$ cat config.mk
export PLATFORM = sky130hd
export DESIGN_NAME = tp_link_status
export DESIGN_NICKNAME = d
export VERILOG_FILES = /design/src/rtl/tp_link_pkg.sv /design/src/rtl/tp_link_fsm.sv /design/src/rtl/tp_coll_stretch.sv /design/src/rtl/tp_link_status.sv
export SDC_FILE = /design/constraint.sdc
export NUM_CORES = 1
export LEC_CHECK = 0
export ABC_AREA = 1
export BUFFER_PORTS_ARGS = -buffer_cell sky130_fd_sc_hd__buf_2
export CORE_UTILIZATION = 59
export DETAILED_ROUTE_END_ITERATION = 10
export GPL_TIMING_DRIVEN = 1
export MAX_ROUTING_LAYER = met4
export PLACE_DENSITY_LB_ADDON = 0.2
export SYNTH_ARGS = -nofsm -noshare
export SYNTH_HDL_FRONTEND = slang
export SYNTH_SLANG_ARGS = --single-unit
$ cat constraint.sdc
create_clock -name clk -period 1.8 [get_ports clk]
set_input_delay 0.45 -clock clk [delete_from_list [all_inputs] [get_ports clk]]
set_output_delay 0.45 -clock clk [all_outputs]
set_load 0.02 [all_outputs]
$ cat src/rtl/tp_link_pkg.sv
package tp_link_pkg;

  typedef enum logic {
    LNK_DOWN = 1'b0,
    LNK_UP   = 1'b1
  } link_state_e;

  // Width needed to hold values 0..n
  function automatic int unsigned span_bits(input int unsigned n);
    return (n < 2) ? 1 : $clog2(n + 1);
  endfunction

endpackage

$ cat src/rtl/tp_link_fsm.sv
module tp_link_fsm
  import tp_link_pkg::*;
#(
  parameter int unsigned PASS_PULSES   = 5,
  parameter int unsigned TIMEOUT_TICKS = 1000
) (
  input  logic clk,
  input  logic rst,
  input  logic clr,
  input  logic beat_stb,
  input  logic pkt_stb,
  input  logic bit_tick,
  output logic link_up
);

  localparam int unsigned CW = span_bits(PASS_PULSES);
  localparam int unsigned TW = span_bits(TIMEOUT_TICKS);
  localparam logic [CW-1:0] BEAT_LAST = CW'(PASS_PULSES - 1);
  localparam logic [TW-1:0] IDLE_LAST = TW'(TIMEOUT_TICKS - 1);

  link_state_e   state_q, state_d;
  logic [CW-1:0] beats_q, beats_d;
  logic [TW-1:0] idle_q,  idle_d;

  always_comb begin
    state_d = state_q;
    beats_d = beats_q;
    idle_d  = idle_q;
    unique case (state_q)
      LNK_DOWN: begin
        idle_d = '0;
        if (pkt_stb) begin
          state_d = LNK_UP;
          beats_d = '0;
        end else if (beat_stb) begin
          if (beats_q == BEAT_LAST) begin
            state_d = LNK_UP;
            beats_d = '0;
          end else begin
            beats_d = beats_q + 1'b1;
          end
        end
      end
      LNK_UP: begin
        if (beat_stb || pkt_stb) begin
          idle_d = '0;
        end else if (bit_tick) begin
          if (idle_q == IDLE_LAST) begin
            state_d = LNK_DOWN;
            idle_d  = '0;
            beats_d = '0;
          end else begin
            idle_d = idle_q + 1'b1;
          end
        end
      end
      default: state_d = LNK_DOWN;
    endcase
  end

  always_ff @(posedge clk) begin
    if (rst || clr) begin
      state_q <= LNK_DOWN;
      beats_q <= '0;
      idle_q  <= '0;
    end else begin
      state_q <= state_d;
      beats_q <= beats_d;
      idle_q  <= idle_d;
    end
  end

  assign link_up = (state_q == LNK_UP);

endmodule

$ cat src/rtl/tp_coll_stretch.sv
module tp_coll_stretch
  import tp_link_pkg::*;
#(
  parameter int unsigned HOLD_TICKS = 2
) (
  input  logic clk,
  input  logic rst,
  input  logic clr,
  input  logic enable,
  input  logic rx_act,
  input  logic tx_act,
  input  logic bit_tick,
  output logic coll_d,
  output logic coll_q
);

  localparam int unsigned HW = span_bits(HOLD_TICKS);
  localparam logic [HW-1:0] HOLD_INIT = HW'(HOLD_TICKS);

  logic [HW-1:0] hold_q, hold_d;
  logic          overlap;

  assign overlap = rx_act && tx_act;

  always_comb begin
    coll_d = coll_q;
    hold_d = hold_q;
    if (!enable) begin
      coll_d = 1'b0;
      hold_d = '0;
    end else if (overlap) begin
      coll_d = 1'b1;
      hold_d = HOLD_INIT;
    end else if (coll_q && bit_tick) begin
      if (hold_q <= HW'(1)) begin
        coll_d = 1'b0;
        hold_d = '0;
      end else begin
        hold_d = hold_q - 1'b1;
      end
    end
  end

  always_ff @(posedge clk) begin
    if (rst || clr) begin
      coll_q <= 1'b0;
      hold_q <= '0;
    end else begin
      coll_q <= coll_d;
      hold_q <= hold_d;
    end
  end

endmodule

$ cat src/rtl/tp_link_status.sv
module tp_link_status
  import tp_link_pkg::*;
#(
  parameter int unsigned PASS_PULSES   = 5,
  parameter int unsigned TIMEOUT_TICKS = 1000,
  parameter int unsigned HOLD_TICKS    = 2
) (
  input  logic clk,
  input  logic rst,
  input  logic sel_tp,
  input  logic sleep,
  input  logic beat_stb,
  input  logic pkt_stb,
  input  logic rx_act,
  input  logic tx_act,
  input  logic bit_tick,
  output logic link_pass,
  output logic xmt,
  output logic rcv,
  output logic col,
  output logic sqe_en,
  output logic dout_from_rx
);

  logic pwr_dn;
  logic link_up;
  logic coll_d;
  logic coll_q;
  logic xmt_q, rcv_q, dsel_q, sqe_q;

  assign pwr_dn = !sel_tp || sleep;

  tp_link_fsm #(
    .PASS_PULSES  (PASS_PULSES),
    .TIMEOUT_TICKS(TIMEOUT_TICKS)
  ) u_fsm (
    .clk     (clk),
    .rst     (rst),
    .clr     (pwr_dn),
    .beat_stb(beat_stb),
    .pkt_stb (pkt_stb),
    .bit_tick(bit_tick),
    .link_up (link_up)
  );

  tp_coll_stretch #(
    .HOLD_TICKS(HOLD_TICKS)
  ) u_coll (
    .clk     (clk),
    .rst     (rst),
    .clr     (pwr_dn),
    .enable  (link_up),
    .rx_act  (rx_act),
    .tx_act  (tx_act),
    .bit_tick(bit_tick),
    .coll_d  (coll_d),
    .coll_q  (coll_q)
  );

  always_ff @(posedge clk) begin
    if (rst || pwr_dn) begin
      xmt_q  <= 1'b0;
      rcv_q  <= 1'b0;
      dsel_q <= 1'b0;
    end else begin
      xmt_q  <= link_up && tx_act;
      rcv_q  <= link_up && rx_act;
      dsel_q <= link_up && (rx_act || coll_d);
    end
  end

  always_ff @(posedge clk) begin
    if (rst) begin
      sqe_q <= 1'b0;
    end else begin
      sqe_q <= !sel_tp || (!sleep && link_up);
    end
  end

  assign link_pass    = link_up;
  assign xmt          = xmt_q;
  assign rcv          = rcv_q;
  assign col          = coll_q;
  assign sqe_en       = sqe_q;
  assign dout_from_rx = dsel_q;

endmodule

==> impl_metrics.xml <==
<?xml version="1.0" encoding="UTF-8"?>
<metrics>
  <group name="status">
    <metric name="run_status" unit="">finished clean</metric>
  </group>
  <group name="logic_synthesis">
    <metric name="synth_enable_flop_cells" unit="">0</metric>
    <metric name="yosysSeqAreaShare" unit="">0.3939</metric>
    <metric name="top_post_synthesis_cells_by_area" unit="">dfxtp_1 (39%), nor2_1 (9.8%), nand2_1 (9.5%)</metric>
    <metric name="syn_area_per_cell" unit="sq um">7.022</metric>
    <metric name="synth_async_sr_flop_share" unit="">0</metric>
    <metric name="yosys_most_used_dff" unit="">dfxtp_1</metric>
    <metric name="synth_seq_cells" unit="">21</metric>
    <metric name="yosys_warnings" unit="">0</metric>
    <metric name="postSynthNetCount" unit="">164</metric>
    <metric name="synth_top_area_cell" unit="">dfxtp_1</metric>
    <metric name="synth_cell_types" unit="">23</metric>
    <metric name="synth.cell_area" unit="sq mm">0.001067</metric>
    <metric name="netlist_instances" unit="">152</metric>
    <metric name="post-synth-top-area-fraction" unit="">0.3939</metric>
  </group>
  <group name="run">
    <metric name="cap_violations" unit="">0</metric>
  </group>
  <group name="cells_and_area">
    <metric name="finalCoreUtilization" unit="">0.7004</metric>
    <metric name="finalNetCount" unit="">183</metric>
    <metric name="final_cell_count_no_fill" unit="">195</metric>
    <metric name="drive_above_1_share" unit="">0.1765</metric>
    <metric name="antenna_cells" unit="">0</metric>
    <metric name="final_design_area_no_fill" unit="sq mm">0.001196</metric>
    <metric name="area.growth.synth_to_final" unit="%">12.08</metric>
  </group>
  <group name="floorplan">
    <metric name="rows" unit="">15</metric>
    <metric name="die-area" unit="sq mm">0.001983</metric>
    <metric name="start_util" unit="">0.6249</metric>
    <metric name="fp.coreArea" unit="sq mm">0.001708</metric>
    <metric name="die_h" unit="microns">44.53</metric>
    <metric name="die_w" unit="microns">44.53</metric>
    <metric name="pin_count" unit="">15</metric>
  </group>
  <group name="route">
    <metric name="postRouteAntennaNets" unit="">0</metric>
    <metric name="drt_drc_violations_left" unit="">0</metric>
    <metric name="vias" unit="">982</metric>
    <metric name="route.detailed.vias_per_inst" unit="">5.036</metric>
    <metric name="detail_route.wl_per_cell" unit="microns">10.11</metric>
    <metric name="drt_iter0_markers" unit="">23</metric>
    <metric name="finalWirelength" unit="microns">1972</metric>
    <metric name="detail_route.first_pass.iterations" unit="">4</metric>
  </group>
  <group name="sta">
    <metric name="count_of_pins_over_their_slew_limit" unit="">0</metric>
    <metric name="share_of_the_cycle_needed_by_the_critical_path_after_routing" unit="">0.7957</metric>
    <metric name="max_slew_margin" unit="">0.8060</metric>
    <metric name="timing.fmax" unit="GHz">0.6982</metric>
    <metric name="tightestPinTransition" unit="ns">0.2887</metric>
    <metric name="rsz0062_at_grt" unit="">no</metric>
    <metric name="totalNegativeSetupSlack" unit="ns">0</metric>
    <metric name="final.min_clock_period" unit="ns">1.432</metric>
    <metric name="report.final.hold_viol_count" unit="">0</metric>
    <metric name="hold_slack" unit="ns">0.2913</metric>
    <metric name="setup_viol_count_final" unit="">0</metric>
    <metric name="worst_clock_skew" unit="ns">0.005679</metric>
    <metric name="worst_slack" unit="ns">0.3677</metric>
  </group>
  <group name="clock_network">
    <metric name="cts_sinks" unit="">21</metric>
    <metric name="cts.repair_timing.setup_buffer_count" unit="">0</metric>
    <metric name="cts_max_level" unit="">1</metric>
    <metric name="cts-hold-fix-buffers" unit="">0</metric>
    <metric name="worst_skew_pair.late_latency" unit="ns">0.31</metric>
    <metric name="ctsRootBufferMaster" unit="">clkbuf_4</metric>
    <metric name="clkSlewWorstSetupHoldPaths" unit="ns">0.11</metric>
    <metric name="cts_resized" unit="">0</metric>
    <metric name="cts_made_buffers" unit="">3</metric>
    <metric name="cts_tree" unit="">done</metric>
    <metric name="number_of_buffers_on_the_longest_clock_path" unit="">2</metric>
  </group>
  <group name="global_routing">
    <metric name="grt_first_pass_wirelength" unit="microns">3194</metric>
    <metric name="gr-usage-all-layers" unit="">0.2317</metric>
    <metric name="grt-ovfl-total" unit="">0</metric>
    <metric name="vias_in_the_first_global_route" unit="">793</metric>
    <metric name="largest_net_degree_at_the_start_of_global_routing" unit="">13</metric>
    <metric name="grt_antenna_before_repair" unit="">0</metric>
  </group>
  <group name="setup_path">
    <metric name="worstSetupEndpointType" unit="">output port</metric>
    <metric name="crit_family" unit="">flip-flops</metric>
    <metric name="timing.critical_path.cells" unit="">buf_2</metric>
    <metric name="critical_path.slowest_cell" unit="">dfxtp_1</metric>
    <metric name="crit_required" unit="ns">1.35</metric>
    <metric name="timing.critical_path.from_type" unit="">flip-flop</metric>
    <metric name="worstPathBufferInverterCount" unit="">1</metric>
    <metric name="critical_path_data_arrival_time" unit="ns">0.98</metric>
    <metric name="max_stage_delay" unit="ns">0.47</metric>
    <metric name="worstSetupPathType" unit="">reg -&gt; out</metric>
    <metric name="critical_path_peak_fanout" unit="">7</metric>
  </group>
  <group name="pwr">
    <metric name="p_leak" unit="nW">0.5350</metric>
    <metric name="power.density_cell_area" unit="mW/mm^2">617.5</metric>
    <metric name="post-layout-total-power" unit="mW">0.7386</metric>
    <metric name="ir_worst_vdd" unit="uV">539.7</metric>
  </group>
  <group name="hold_path">
    <metric name="timing.hold.worst.class" unit="">in -&gt; reg</metric>
  </group>
  <group name="place">
    <metric name="detailedPlacementHpwl" unit="microns">1540</metric>
    <metric name="place_area" unit="sq mm">0.001169</metric>
    <metric name="pre_cts_slack" unit="ns">0.4125</metric>
    <metric name="io_buffers" unit="">14</metric>
    <metric name="finalWeightedCongestion" unit="">0.8396</metric>
    <metric name="place_inst" unit="">191</metric>
  </group>
</metrics>
==> Yosys cell counts, types with 2 or more instances <==
cell,n
nor3_1,2
a21oi_1,12
nand2_4,2
ha_1,3
nand4_1,3
a21o_1,2
inv_1,23
xor2_1,2
nand2_1,27
nand2_2,3
nor2_2,2
nor2_1,28
nand3_1,11
o21ai_0,3
dfxtp_1,21
==> layout by cell type (no fill, tap or decap), drive strengths merged <==
cell type and n:
a21o 2, a21oi 12, a31oi 1, buf 14, clkbuf 3, clkinv 1, dfxtp 21, ha 3
inv 24, nand2 32, nand3 12, nand4 3, nor2 31, nor3 3, o211ai 1, o21ai 3
o21bai 1, or2 1, xor2 2
==> worst paths after layout <==
kind	start	endpoint	slack, ns	cells after the start
worst min register to register	u_fsm.beats_q[0]	u_fsm.beats_q[0]	0.48	1
worst max register to register	u_fsm.idle_q[1]	u_fsm.idle_q[5]	0.40	8
worst min-delay path	rst	sqe_en	0.29	2
worst max-delay path	u_fsm.link_up	link_pass	0.37	1
==> power by group <==
group,internal (mW),switching (mW),leakage [nW]
Clock,0.0831,0.142,0.0177
Combinational,0.0149,0.0291,0.348
Sequential,0.467,0.00203,0.169
==> flip-flops by register name (all words and copies together) (netlist names) <==
register       flops
u_coll.hold_q      2
u_coll.coll_q      1
sqe_en             1
u_fsm.beats_q      3
dout_from_rx       1
u_fsm.link_up      1
xmt                1
u_fsm.idle_q      10
rcv                1
==> cell families after synthesis <==
kind of cell,synth area share
AOI/OAI and AO/OA,0.1043
xor gates and xnor gates,0.01642
adders and majority gates,0.03517
buffers and inverters,0.08440
DFF,0.3939
and+or+nand+nor,0.3658
==> layer usage <==
layer  vias up  global-route usage  wire length (microns)
li1        521                   -                      -
met1       424              0.2638                    897
met2        30              0.3794                    903
met3         7             0.04898                    107
met4         0              0.1212                     63
met5         -                   -                      0
==> layout make-up <==
| type | instances | area (sq um) |
|---|---|---|
| multi-input cells | 107 | 556.8 |
| fillers | 146 | 511.7 |
| flip-flops and latches | 21 | 420.4 |
| inverters | 24 | 90.09 |
| repair buffers | 14 | 70.07 |
| well taps | 25 | 31.28 |
| clock buffers | 3 | 22.52 |
| clock inverters | 1 | 5.005 |
(Power assumes the default switching activity.)
